## src/rtl/pfd_pkg.sv

```systemverilog
package pfd_pkg;

    localparam int N_CLASS   = 8;
    localparam int QW        = 16;
    localparam int OCTET     = 8;
    localparam int ADDR_W    = 48;

    localparam int POS_TIME0_I = 18;
    localparam int LEN_STD_I   = 18;
    localparam int LEN_PFC_I   = POS_TIME0_I + 2 * N_CLASS;
    localparam int POS_W       = $clog2(LEN_PFC_I + 1);

    typedef logic [POS_W-1:0] pos_t;

    localparam pos_t P_SA     = pos_t'(6);
    localparam pos_t P_TYPE   = pos_t'(12);
    localparam pos_t P_OP     = pos_t'(14);
    localparam pos_t P_ARG    = pos_t'(16);
    localparam pos_t P_TIME0  = pos_t'(POS_TIME0_I);
    localparam pos_t LEN_STD  = pos_t'(LEN_STD_I);
    localparam pos_t LEN_PFC  = pos_t'(LEN_PFC_I);
    localparam pos_t POS_MAX  = '1;

    localparam logic [ADDR_W-1:0] CTRL_MCAST = 48'h0180_C200_0001;
    localparam logic [QW-1:0]     ETYPE_CTRL = 16'h8808;
    localparam logic [QW-1:0]     OP_STD     = 16'h0001;
    localparam logic [QW-1:0]     OP_PFC     = 16'h0101;

    typedef struct packed {
        logic [ADDR_W-1:0] da;
        logic [QW-1:0]     etype;
        logic [QW-1:0]     opcode;
        logic [QW-1:0]     arg;
    } hdr_t;

    typedef enum logic {
        KIND_STD = 1'b0,
        KIND_PFC = 1'b1
    } pause_kind_t;

    function automatic logic [QW-1:0] push8(logic [QW-1:0] v, logic [OCTET-1:0] b);
        return {v[QW-OCTET-1:0], b};
    endfunction

    function automatic logic in_pair(pos_t p, pos_t base);
        return (p == base) || (p == pos_t'(base + 1'b1));
    endfunction

endpackage

```

## src/rtl/pfd_capture.sv

```systemverilog
module pfd_capture
    import pfd_pkg::*;
(
    input  logic                         clk,
    input  logic                         rst,
    input  logic                         in_valid,
    input  logic                         in_sof,
    input  logic                         in_eof,
    input  logic                         in_good,
    input  logic [OCTET-1:0]             in_data,
    output hdr_t                         hdr,
    output logic [N_CLASS-1:0][QW-1:0]   times,
    output pos_t                         nbytes,
    output logic                         frame_end
);

    pos_t cnt;
    pos_t pos;
    pos_t pos_inc;
    logic in_frame;
    logic take;

    assign pos     = in_sof ? '0 : cnt;
    assign take    = in_valid && (in_sof || in_frame);
    assign pos_inc = (pos == POS_MAX) ? pos : pos + 1'b1;

    always_ff @(posedge clk) begin
        if (rst) begin
            cnt       <= '0;
            in_frame  <= 1'b0;
            nbytes    <= '0;
            frame_end <= 1'b0;
            hdr       <= '0;
        end else begin
            frame_end <= take && in_eof && in_good;
            if (take) begin
                cnt      <= pos_inc;
                in_frame <= !in_eof;
                if (in_eof)
                    nbytes <= pos_inc;
                if (pos < P_SA)
                    hdr.da <= {hdr.da[ADDR_W-OCTET-1:0], in_data};
                if (in_pair(pos, P_TYPE))
                    hdr.etype <= push8(hdr.etype, in_data);
                if (in_pair(pos, P_OP))
                    hdr.opcode <= push8(hdr.opcode, in_data);
                if (in_pair(pos, P_ARG))
                    hdr.arg <= push8(hdr.arg, in_data);
            end
        end
    end

    for (genvar g = 0; g < N_CLASS; g++) begin : g_time
        localparam pos_t P_T = pos_t'(POS_TIME0_I + 2 * g);
        logic [QW-1:0] t_q;
        always_ff @(posedge clk) begin
            if (rst)
                t_q <= '0;
            else if (take && in_pair(pos, P_T))
                t_q <= push8(t_q, in_data);
        end
        assign times[g] = t_q;
    end

    assert_eof_latency_R2: assert property (@(posedge clk) disable iff (rst)
        frame_end |-> $past(in_valid && in_eof && in_good));

endmodule

```

## src/rtl/pfd_judge.sv

```systemverilog
module pfd_judge
    import pfd_pkg::*;
(
    input  hdr_t                         hdr,
    input  logic [N_CLASS-1:0][QW-1:0]   times,
    input  pos_t                         nbytes,
    input  logic                         frame_end,
    input  logic [ADDR_W-1:0]            station_addr,
    input  logic [N_CLASS-1:0]           class_rx_en,
    input  logic                         std_rx_en,
    input  logic                         std_xoff_en,
    output logic                         hit,
    output pause_kind_t                  kind,
    output logic [QW-1:0]                quanta,
    output logic [N_CLASS-1:0]           class_en,
    output logic [N_CLASS-1:0][QW-1:0]   class_time
);

    logic da_ok;
    logic hdr_ok;
    logic std_hit;
    logic pfc_hit;
    logic [N_CLASS-1:0] mask;

    assign da_ok   = (hdr.da == CTRL_MCAST) || (hdr.da == station_addr);
    assign hdr_ok  = frame_end && da_ok && (hdr.etype == ETYPE_CTRL);
    assign mask    = hdr.arg[N_CLASS-1:0] & class_rx_en;

    assign std_hit = hdr_ok && (hdr.opcode == OP_STD) && (nbytes >= LEN_STD)
                     && std_rx_en && std_xoff_en;
    assign pfc_hit = hdr_ok && (hdr.opcode == OP_PFC) && (nbytes >= LEN_PFC)
                     && (mask != '0);

    assign hit      = std_hit || pfc_hit;
    assign kind     = pfc_hit ? KIND_PFC : KIND_STD;
    assign quanta   = pfc_hit ? '0 : hdr.arg;
    assign class_en = pfc_hit ? mask : '0;

    for (genvar g = 0; g < N_CLASS; g++) begin : g_sel
        assign class_time[g] = class_en[g] ? times[g] : '0;
    end

endmodule

```

## src/rtl/pause_frame_detector.sv

```systemverilog
module pause_frame_detector
    import pfd_pkg::*;
(
    input  logic                      clk,
    input  logic                      rst,
    input  logic                      rx_valid,
    input  logic                      rx_sof,
    input  logic                      rx_eof,
    input  logic                      rx_good,
    input  logic [7:0]                rx_data,
    input  logic [47:0]               cfg_station_addr,
    input  logic [7:0]                cfg_class_rx_en,
    input  logic                      cfg_std_rx_en,
    input  logic                      cfg_std_xoff_en,
    output logic                      pause_det,
    output logic                      pause_is_pfc,
    output logic [15:0]               pause_quanta,
    output logic [7:0]                pause_class_en,
    output logic [127:0]              pause_class_time
);

    localparam int TIME_W = N_CLASS * QW;

    hdr_t                       c_hdr;
    logic [N_CLASS-1:0][QW-1:0] c_times;
    pos_t                       c_nbytes;
    logic                       c_end;

    logic                       j_hit;
    pause_kind_t                j_kind;
    logic [QW-1:0]              j_quanta;
    logic [N_CLASS-1:0]         j_en;
    logic [N_CLASS-1:0][QW-1:0] j_time;

    pfd_capture u_capture (
        .clk       (clk),
        .rst       (rst),
        .in_valid  (rx_valid),
        .in_sof    (rx_sof),
        .in_eof    (rx_eof),
        .in_good   (rx_good),
        .in_data   (rx_data),
        .hdr       (c_hdr),
        .times     (c_times),
        .nbytes    (c_nbytes),
        .frame_end (c_end)
    );

    pfd_judge u_judge (
        .hdr          (c_hdr),
        .times        (c_times),
        .nbytes       (c_nbytes),
        .frame_end    (c_end),
        .station_addr (cfg_station_addr),
        .class_rx_en  (cfg_class_rx_en),
        .std_rx_en    (cfg_std_rx_en),
        .std_xoff_en  (cfg_std_xoff_en),
        .hit          (j_hit),
        .kind         (j_kind),
        .quanta       (j_quanta),
        .class_en     (j_en),
        .class_time   (j_time)
    );

    always_ff @(posedge clk) begin
        if (rst) begin
            pause_det        <= 1'b0;
            pause_is_pfc     <= 1'b0;
            pause_quanta     <= '0;
            pause_class_en   <= '0;
            pause_class_time <= '0;
        end else begin
            pause_det <= j_hit;
            if (j_hit) begin
                pause_is_pfc     <= (j_kind == KIND_PFC);
                pause_quanta     <= j_quanta;
                pause_class_en   <= j_en;
                pause_class_time <= TIME_W'(j_time);
            end
        end
    end

    assert_single_pulse_R2: assert property (@(posedge clk) disable iff (rst)
        pause_det |=> !pause_det);

    assert_std_clear_R2: assert property (@(posedge clk) disable iff (rst)
        (pause_det && !pause_is_pfc) |-> (pause_class_en == '0 && pause_class_time == '0));

    assert_class_mask_R6: assert property (@(posedge clk) disable iff (rst)
        (pause_det && pause_is_pfc) |-> ((pause_class_en & ~$past(cfg_class_rx_en)) == '0));

    assert_nonempty_R7: assert property (@(posedge clk) disable iff (rst)
        (pause_det && pause_is_pfc) |-> (pause_class_en != '0 && pause_quanta == '0));

    assert_hold_R8: assert property (@(posedge clk) disable iff (rst)
        !c_end |=> ($stable(pause_quanta) && $stable(pause_class_en)
                    && $stable(pause_class_time) && !pause_det));

endmodule

```

## config.mk

```make
export PLATFORM = sky130hd
export DESIGN_NAME = pause_frame_detector
export DESIGN_NICKNAME = d
export VERILOG_FILES = /design/src/rtl/pfd_pkg.sv /design/src/rtl/pfd_capture.sv /design/src/rtl/pfd_judge.sv /design/src/rtl/pause_frame_detector.sv
export SDC_FILE = /design/constraint.sdc
export NUM_CORES = 1
export LEC_CHECK = 0
export BUFFER_PORTS_ARGS = -buffer_cell sky130_fd_sc_hd__buf_2
export CELL_PAD_IN_SITES_DETAIL_PLACEMENT = 1
export CELL_PAD_IN_SITES_GLOBAL_PLACEMENT = 1
export CORE_ASPECT_RATIO = 0.7
export CORE_MARGIN = 4
export CORE_UTILIZATION = 30
export CTS_BUF_LIST = sky130_fd_sc_hd__clkbuf_8 sky130_fd_sc_hd__clkbuf_16
export DETAILED_ROUTE_END_ITERATION = 10
export PLACE_DENSITY_LB_ADDON = 0.1
export SYNTH_ARGS = -nofsm -noshare
export SYNTH_HDL_FRONTEND = slang
export SYNTH_SLANG_ARGS = --single-unit
```

## constraint.sdc

```tcl
create_clock -name clk -period 4.35 [get_ports clk]
set_clock_uncertainty 0.05 [all_clocks]
set_input_delay 1.0875 -clock clk [delete_from_list [all_inputs] [get_ports clk]]
set_output_delay 1.0875 -clock clk [all_outputs]
set_load 0.03 [all_outputs]
```

---- After elaboration in Yosys (flattened, before gate mapping) ----
Index checks and enable logic that the tools add are counted.
storage, ports and cells
  memories kept ........................... 0
  RAM bits ................................ 0
  latch bits .............................. 0
  word-level logic and storage cells ...... 108
  register bits after elaboration ......... 392
  output and inout port bits .............. 154
  bits of input ports ..................... 72
  bits in read-only memories .............. 0
cells by class
  bitwise operators ....................... 1
  shift-type cells ........................ 0
  add/sub/neg operators ................... 1
  equal/unequal tests ..................... 28
  order comparisons ....................... 3
  multiply operators ...................... 0
  mux-type cells .......................... 13
  reduce and logical (&&, ||, !) cells .... 41
  divide/modulo/power cells ............... 0
operators by type and width
  cell                                                         count
  two-way mux 16 bit                                           9
  == test 6 x 5 -> 1 bit (second input constant)               16
  == test 48 x 41 -> 1 bit (second input constant)             1
  == test 48 bit                                               1
  == test 6 x 4 -> 1 bit (second input constant)               4
  logical AND 1 bit                                            20
  == test 6 bit (second input constant)                        3
  == test 16 x 1 -> 1 bit (second input constant)              1
  == test 16 bit (second input constant)                       1
  == test 16 x 9 -> 1 bit (second input constant)              1
  logical OR 1 bit                                             14
  two-way mux 6 bit                                            2
  AND reduction 2 bit                                          5
  AND 8 bit                                                    1
  two-way mux 8 bit                                            1
  nonzero test 8 bit                                           1
  adder 6 x 1 -> 6 bit (second input constant)                 1
  >= comparator 6 x 5 -> 1 bit (second input constant)         1
  >= comparator 6 bit (second input constant)                  1
  less-than comparator 6 x 3 -> 1 bit (second input constant)  1
  zero test 1 bit                                              1
  two-way mux 1 bit                                            1

---- Longest topological paths before layout ----
Gate-level depths: netlist (run 1).
  depth after elaboration ................. 9
  mapped depth ............................ 11
  gate-level depth less buffers ........... 8

---- Hierarchy ----
A second synthesis (run 1) with hierarchy kept.
unflattened totals
  cells, all modules ...................... 1756
  area, all modules ....................... 17116.4 um2
modules (own cells, without submodules)
  module                instances  cells an instance  area an instance (um2)  seq. area each (um2)
  pfd_capture           1          838                8879.8                  4764.6
  pause_frame_detector  1          495                5421.4                  3083.0
  pfd_judge             1          423                2815.2                  0.0

---- Worst setup path before layout (run 1) ----
No wires, ideal clock.
  kind .................................... input to register
  from .................................... input rx_sof
  to ...................................... register u_capture.g_time[2].t_q[5]
  path slack .............................. 1.009 ns
  stages on the path ...................... 10
  arrival ................................. 3.163 ns
  setup time .............................. 0.128 ns
  buffers on the path ..................... 3
  required time ........................... 4.172 ns
  cells stage by stage .................... clkbuf_1 nand2b_1 inv_1 ha_1 clkbuf_1 o21ai_1 nor2_1 buf_2 mux2i_1 nor2_1
on the way
  word-level cells in the longest chain between the ends .. 4
  elaborated cells between the ends (all ways) .. 7
  those cells by class .................... 2 x eq/ne; 1 x mux; 4 x reduce/logical
RTL lines
  item                    line                       RTL
  start: declaration      pause_frame_detector.sv:7  input logic rx_sof,
  two-way mux 6 bit       pfd_capture.sv:23          assign pos = in_sof ? '0 : cnt;
  == test 6 x 5 -> 1 bit  pfd_pkg.sv:46              return (p == base) || (p == pos_t'(base + 1'b1));
  logical OR 1 bit        pfd_pkg.sv:46
  logical AND 1 bit *     pfd_capture.sv:59          else if (take && in_pair(pos, P_T))
  end signal: assignment  pfd_capture.sv:60          t_q <= push8(t_q, in_data);
  end: declaration        pfd_capture.sv:55          logic [QW-1:0] t_q;
Mark *: on every way between the ends. The rest lies on a longest branch, timed or not.
A chain may end at the register's enable or synchronous reset.

---- Final worst setup path (run 1) ----
  from .................................... input cfg_station_addr[30]
  to ...................................... register pause_class_time[40]
on the way
  word-level cells in the longest chain between the ends .. 9
  elaborated cells between the ends (all ways) .. 14
  those cells by class .................... 1 x eq/ne; 2 x mux; 11 x reduce/logical
RTL lines
  item                                                           line                              RTL
  start: declaration                                             pause_frame_detector.sv:11        input logic [47:0] cfg_station_addr,
  == test 48 bit *                                               pfd_judge.sv:25                   assign da_ok = (hdr.da == CTRL_MCAST) || (hdr.da == station_addr);
  logical OR 1 bit *                                             pfd_judge.sv:25
  logical AND 1 bit * (2 in a row)                               pfd_judge.sv:26                   assign hdr_ok = frame_end && da_ok && (hdr.etype == ETYPE_CTRL);
  logical AND 1 bit, on equally long branches (2 in a row)       pfd_judge.sv:31, pfd_judge.sv:29
  logical AND 1 bit, on equally long branches                    pfd_judge.sv:32, pfd_judge.sv:30
  two-way mux 8 bit / logical AND 1 bit (equally long branches)  pfd_judge.sv:37, pfd_judge.sv:30
  two-way mux 16 bit / logical OR 1 bit (equally long branches)  pfd_judge.sv:40, pfd_judge.sv:34
  end signal: assignment                                         pause_frame_detector.sv:78        pause_class_time <= TIME_W'(j_time);
  end: declaration                                               pause_frame_detector.sv:19        output logic [127:0] pause_class_time
Marks and branches as above.

==> results.sh, run 1 <==
export IMPL_status="completed"
export IMPL_period_share_pct=78.5
export IMPL_syn_avg_cell_area_um2=9.14
export IMPL_reg2reg_from="u_capture.hdr[78]"
export IMPL_final_common_cell="dfxtp_1"
export IMPL_design_die_area_um2=56700
export IMPL_min_from="u_capture.g_time[0].t_q[12]"
export IMPL_synth_top_area_share_pct=49.3
export IMPL_post_route_min_period_ns=3.42
export IMPL_cp_cell_sequence="buf_2 -> xor2_1 -> nor4_1 -> nand4_1 -> nor4_4 -> buf_4 -> o221a_4 -> buf_12 -> o22ai_1"
export IMPL_die_h_um=200
export IMPL_fin_area_um2=19000
export IMPL_whs_ns=0.405
export IMPL_holdPathStages=2
export IMPL_power_per_cell_area_nw_per_um2=398
export IMPL_die_w_um=283
export IMPL_path_class="input port to flop"
export IMPL_critical_path_startpoint_type="input port"
export IMPL_async_flop_share_pct=0
export IMPL_start_util_pct=30.3
export IMPL_grt_pass1_vias=12866
export IMPL_max_freq_mhz=293
export IMPL_ant_nets=0
export IMPL_nNetsFinal=1992
export IMPL_ctsRootBufferMaster="clkbuf_16"
export IMPL_final_hold_viol_count=0
export IMPL_drv_cap=0
export IMPL_p_leak_nw=6.77
export IMPL_num_rows=70
export IMPL_gp_congestion=0.864
export IMPL_post_cts_buffers=0
export IMPL_cp_top_family="simple AND/OR/NAND/NOR gates"
export IMPL_cts_made_buffers=43
export IMPL_vias=12617
export IMPL_cts_sinks=391
export IMPL_worstMarginPinSlew_ns=1.14
export IMPL_grt_usage_pct=17.5
export IMPL_cts_max_path_buffers=3
export IMPL_multi_input_area_um2=6930
export IMPL_grt_pass1_wl_mm=78.2
export IMPL_worstPathRequired_ns=4.71
export IMPL_synth_area_leaders="dfxtp_1, mux2i_1, nand2b_1"
export IMPL_crit_slowest_cell="nor4_1"
export IMPL_cp_arrival_ns=3.78
export IMPL_pin_count=226
export IMPL_rsz0062_at_grt="false"
export IMPL_final_cell_mix="dfxtp_1, buf_2, nand2_1, nor2_1, inv_1"
export IMPL_post_drt_wl_per_cell_um=19.2
export IMPL_drive_above_1_share_pct=19.0
export IMPL_crit_path_end_kind="flop"
export IMPL_clock_latency_ns=0.56
export IMPL_ys_seq_elements=391
export IMPL_ir_worst_vdd_v=0.000242
export IMPL_core_area_um2=52300
export IMPL_hold_class="flop to flop"
export IMPL_clk_pin_slew_ns=0.06
export IMPL_yosysWarnings=0
export IMPL_finalSetupTns_ns=0
export IMPL_synthesis_area_um2=15900
export IMPL_rr_endpoint="pause_class_time[40]"
export IMPL_crit_fanout=71
export IMPL_cts_hold_buf=0
export IMPL_finalSetupViolations=0
export IMPL_seqCellArea_um2=7830
export IMPL_htree_levels=2
export IMPL_portBuffers=225
export IMPL_relSlewSlack_pct=23.9
export IMPL_grt_overflow_total=0
export IMPL_final_util_pct=36.3
export IMPL_antenna_found_initial=2
export IMPL_drv_slew=0
export IMPL_wl_mm=50.6
export IMPL_syn_nets=1812
export IMPL_grt_start_max_net_pins=167
export IMPL_fillers=6032
export IMPL_placed_area_um2=17500
export IMPL_max_stage_delay_ns=0.58
export IMPL_first_iter_violations=658
export IMPL_postSynthCellCount=1736
export IMPL_viasPerCell=4.80
export IMPL_cts_tree="done"
export IMPL_hpwl_mm=33.4
export IMPL_ys_flop_type="dfxtp_1"
export IMPL_synth_edf_count=0
export IMPL_area_growth_pct=19.5
export IMPL_synth_cell_type_count=58
export IMPL_ys_seq_area_share_pct=49.3
export IMPL_firstDrtPassIters=4
export IMPL_route_detailed_drc=0
export IMPL_cp_startpoint="cfg_station_addr[30]"
export IMPL_cts_resized_gates=0
export IMPL_critPathBufInv=3
export IMPL_hold_end="u_capture.g_time[0].t_q[12]"
export IMPL_r2r_slack_ns=1.16
export IMPL_r2r_cells=8
export IMPL_yosysTopAreaCell="dfxtp_1"
==> sequential cells by signal, summed over array words and instances (netlist names) <==
signal and cells:
u_capture.cnt 6, u_capture.in_frame 1, u_capture.nbytes 5, u_capture.hdr 96, u_capture.g_time.t_q 128, pause_class_en 8, u_capture.frame_end 1, pause_is_pfc 1
pause_quanta 16, pause_det 1, pause_class_time 128
==> report_power, final <==
group          total, mW  internal, mW  leakage, nW  switching [mW]
combinational      0.262        0.0811         2.89           0.181
clock               3.68          2.15        0.738            1.53
sequential          3.61          3.59         3.15          0.0155
==> worst min-delay path, cell delays in order (launching register included) <==
cell and delay [ns]:
dfxtp_1 0.31, nand2_1 0.05, a21oi_1 0.05
==> cell usage after synthesis, types with 5 or more instances <==
library cell,number
a211oi_1,6
a21oi_1,104
buf_2,27
buf_6,5
clkbuf_1,74
dfxtp_1,391
inv_1,152
mux2i_1,149
nand2_1,174
nand2b_1,126
nand3_1,6
nand4_1,13
nor2_1,176
nor2b_1,14
nor3_1,5
nor4_1,31
nor4b_1,7
o2111ai_2,5
o211ai_1,35
o21ai_0,9
o22ai_1,79
o22ai_2,33
o32ai_1,16
xor2_1,40
==> cell families (layout without fill, tap and decap cells) <==
group / after synthesis / in the layout / share of synthesized area [%]
AND/OR/NAND/NOR: 573 / 573 / 17.4
flip-flops: 391 / 391 / 49.3
AO/OA/AOI/OAI: 308 / 308 / 13.9
buffers and inverters: 268 / 478 / 7.23
multiplexers: 149 / 149 / 9.40
XOR/XNOR: 43 / 43 / 2.37
adder cells (fa/ha/maj): 4 / 4 / 0.315
other: 0 / 1 / 0
==> per-layer routing <==
metal | GRT usage, % | wire, um | vias up
met5 | 0 | 0 | -
met4 | 3.47 | 707 | 0
met2 | 26.9 | 22200 | 183
met1 | 25.4 | 25400 | 6170
met3 | 3.74 | 2350 | 55
li1 | - | - | 6209
==> worst max-delay path by stage <==
stage	depth (start not counted)	endpoint	slack (ns)
global route	7	u_capture.g_time[0].t_q[14]	0.89
finish	9	pause_class_time[40]	0.93
floorplan	10	u_capture.g_time[2].t_q[5]	1.01
global placement	9	pause_class_en[5]	0.47
CTS	9	pause_class_en[4]	1.06
detailed placement	9	pause_class_en[5]	0.44
==> through the flow <==
step,std cells,worst slack [ns],power [mW]
after floorplan,1736,1.01,3.83
after global placement,2555,0.474,3.95
after detailed placement,2555,0.443,3.95
after CTS,2630,1.06,7.68
after global routing,2630,0.888,7.85
final,2631,0.933,7.55
==> area by class of cell <==
| type | count | area share (%) |
|---|---|---|
| sequential | 391 | 41.3 |
| inverter | 152 | 3.01 |
| clock inverter | 25 | 1.24 |
| multi-input combinational | 1077 | 36.5 |
| antenna | 1 | 0.0132 |
| clock buffer | 50 | 6.18 |
| tap | 684 | 4.51 |
| timing repair buffer | 251 | 7.22 |
(Power assumes the default switching activity.)
==> run 2: changes to the inputs <==
- clock period: 4.35 -> 3.16 ns (I/O delays scaled with it)
==> results.sh, run 2 (synthesis gave the netlist of run 1 again) <==
export IMPL_setup_ws_ns=0.298
export IMPL_power_share_sequential_pct=47.7
export IMPL_finalSetupViolations=0
export IMPL_die_w_um=283
export IMPL_cp_arrival_ns=3.24
export IMPL_post_cts_buffers=0
export IMPL_fin_area_um2=19300
export IMPL_path_class="flop to flop"
export IMPL_cts_sinks=391
export IMPL_grt_pass1_wl_mm=78.8
export IMPL_final_hold_viol_count=0
export IMPL_core_area_um2=52300
export IMPL_clkPwrFrac_pct=48.6
export IMPL_pre_cts_ws_ns=-0.0956
export IMPL_sw_frac_of_total_pct=22.7
export IMPL_placed_area_um2=17900
export IMPL_grt_start_max_net_pins=162
export IMPL_finalSetupTns_ns=0
export IMPL_wl_mm=51.0
export IMPL_holdPathStages=2
export IMPL_drv_cap=0
export IMPL_worstPathRequired_ns=3.54
export IMPL_cts_tree="done"
export IMPL_period_share_pct=90.6
export IMPL_viasPerCell=4.80
export IMPL_power_per_cell_area_nw_per_um2=539
export IMPL_clk_pin_slew_ns=0.06
export IMPL_ctsRootBufferMaster="clkbuf_16"
export IMPL_ant_nets=0
export IMPL_first_iter_violations=668
export IMPL_dp_cells=2580
export IMPL_gp_congestion=0.895
export IMPL_max_freq_mhz=349
export IMPL_combPwrFrac_pct=3.7
export IMPL_design_die_area_um2=56700
export IMPL_status="completed"
export IMPL_final_cell_mix="dfxtp_1, buf_2, nand2_1, nor2_1, inv_1"
export IMPL_start_util_pct=30.3
export IMPL_vias=12753
export IMPL_num_rows=70
export IMPL_post_drt_wl_per_cell_um=19.2
export IMPL_area_growth_pct=21.8
export IMPL_rsz0062_at_grt="false"
export IMPL_ir_worst_vdd_v=0.000291
export IMPL_crit_fanout=17
export IMPL_p_leak_nw=6.98
export IMPL_cts_resized_gates=0
export IMPL_whs_ns=0.406
export IMPL_worstMarginPinSlew_ns=1.20
export IMPL_clock_latency_ns=0.56
export IMPL_crit_path_end_kind="flop"
export IMPL_htree_levels=2
export IMPL_firstDrtPassIters=5
export IMPL_drv_slew=0
export IMPL_final_common_cell="dfxtp_1"
export IMPL_grt_overflow_total=0
export IMPL_r2r_cells=6
export IMPL_drive_above_1_share_pct=20.1
export IMPL_grt_usage_pct=17.6
export IMPL_hold_class="flop to flop"
export IMPL_switchingPower_mw=2.36
export IMPL_nNetsFinal=2017
export IMPL_cts_max_path_buffers=3
export IMPL_relSlewSlack_pct=19.8
export IMPL_route_detailed_drc=0
export IMPL_grt_pass1_vias=13103
export IMPL_cts_made_buffers=43
export IMPL_portBuffers=225
export IMPL_layout_cells_non_filler=2659
export IMPL_p_int_mw=8.04
export IMPL_top_regs="pause_class_time (128), u_capture.g_time.t_q (128), u_capture.hdr (96)"
export IMPL_post_route_min_period_ns=2.86
export IMPL_hpwl_mm=34.5
export IMPL_die_h_um=200
export IMPL_antenna_found_initial=1
export IMPL_cts_hold_buf=0
export IMPL_pin_count=226
export IMPL_critical_path_startpoint_type="flop"
-- run 2: cell types whose count changed in the layout (fill, tap and decap cells not counted) --
cell and change:
buf_12 +12, buf_4 +13, bufinv_16 -1, clkbuf_16 +1, clkbuf_8 +1, clkinv_2 -1, clkinv_8 -1, clkinvlp_4 +1
inv_1 +1, inv_6 +1, inv_8 +1
-- run 2: path summary, 6_finish.rpt --
check / slack (ns) / start / end
hold / removal: 0.41 / u_capture.g_time[7].t_q[14] / pause_class_time[126]
hold reg to reg: 0.41 / u_capture.g_time[7].t_q[14] / pause_class_time[126]
setup / recovery: 0.30 / u_capture.hdr[52] / pause_quanta[10]
setup reg to reg: 0.30 / u_capture.hdr[52] / pause_quanta[10]
-- run 2: layout make-up --
cell class,count,area (um2)
multi-input cells,1077,6930
clock inverters,26,215
fillers,6057,33000
clock buffers,52,1210
diodes,1,2.50
repair buffers,276,1710
well taps,684,856
inverters,152,571
flip-flops and latches,391,7830
-- run 2: power groups by stage --
| stage | Combinational (mW) | Sequential (mW) | Clock (mW) |
|---|---|---|---|
| floorplan | 0.205 | 5.06 | 0 |
| global placement | 0.385 | 5.07 | 0 |
| detailed placement | 0.388 | 5.07 | 0 |
| CTS | 0.390 | 4.96 | 5.24 |
| global route | 0.419 | 4.96 | 5.45 |
| finish | 0.384 | 4.96 | 5.06 |
-- run 2: stage by stage --
stage | power [mW] | utilization (%)
floorplan | 5.27 | -
global placement | 5.46 | 34.2
detailed placement | 5.46 | 34.2
CTS | 10.6 | 36.9
global route | 10.8 | 36.9
finish | 10.4 | 36.9
-- run 2: critical path: stages, from the launching register on --
cell      delay [ns]
dfxtp_1         0.38
nor4_1          0.55
nand4_1         0.36
nor3_1          0.49
nand2_1         0.52
o211ai_1        0.26
a21oi_1         0.11
-- run 2: layer usage --
| metal | GRT usage [%] | wire length, um |
|---|---|---|
| met1 | 25.8 | 25600 |
| met2 | 27.0 | 22400 |
| met3 | 3.25 | 2060 |
| met4 | 3.83 | 830 |
| met5 | 0 | 0 |
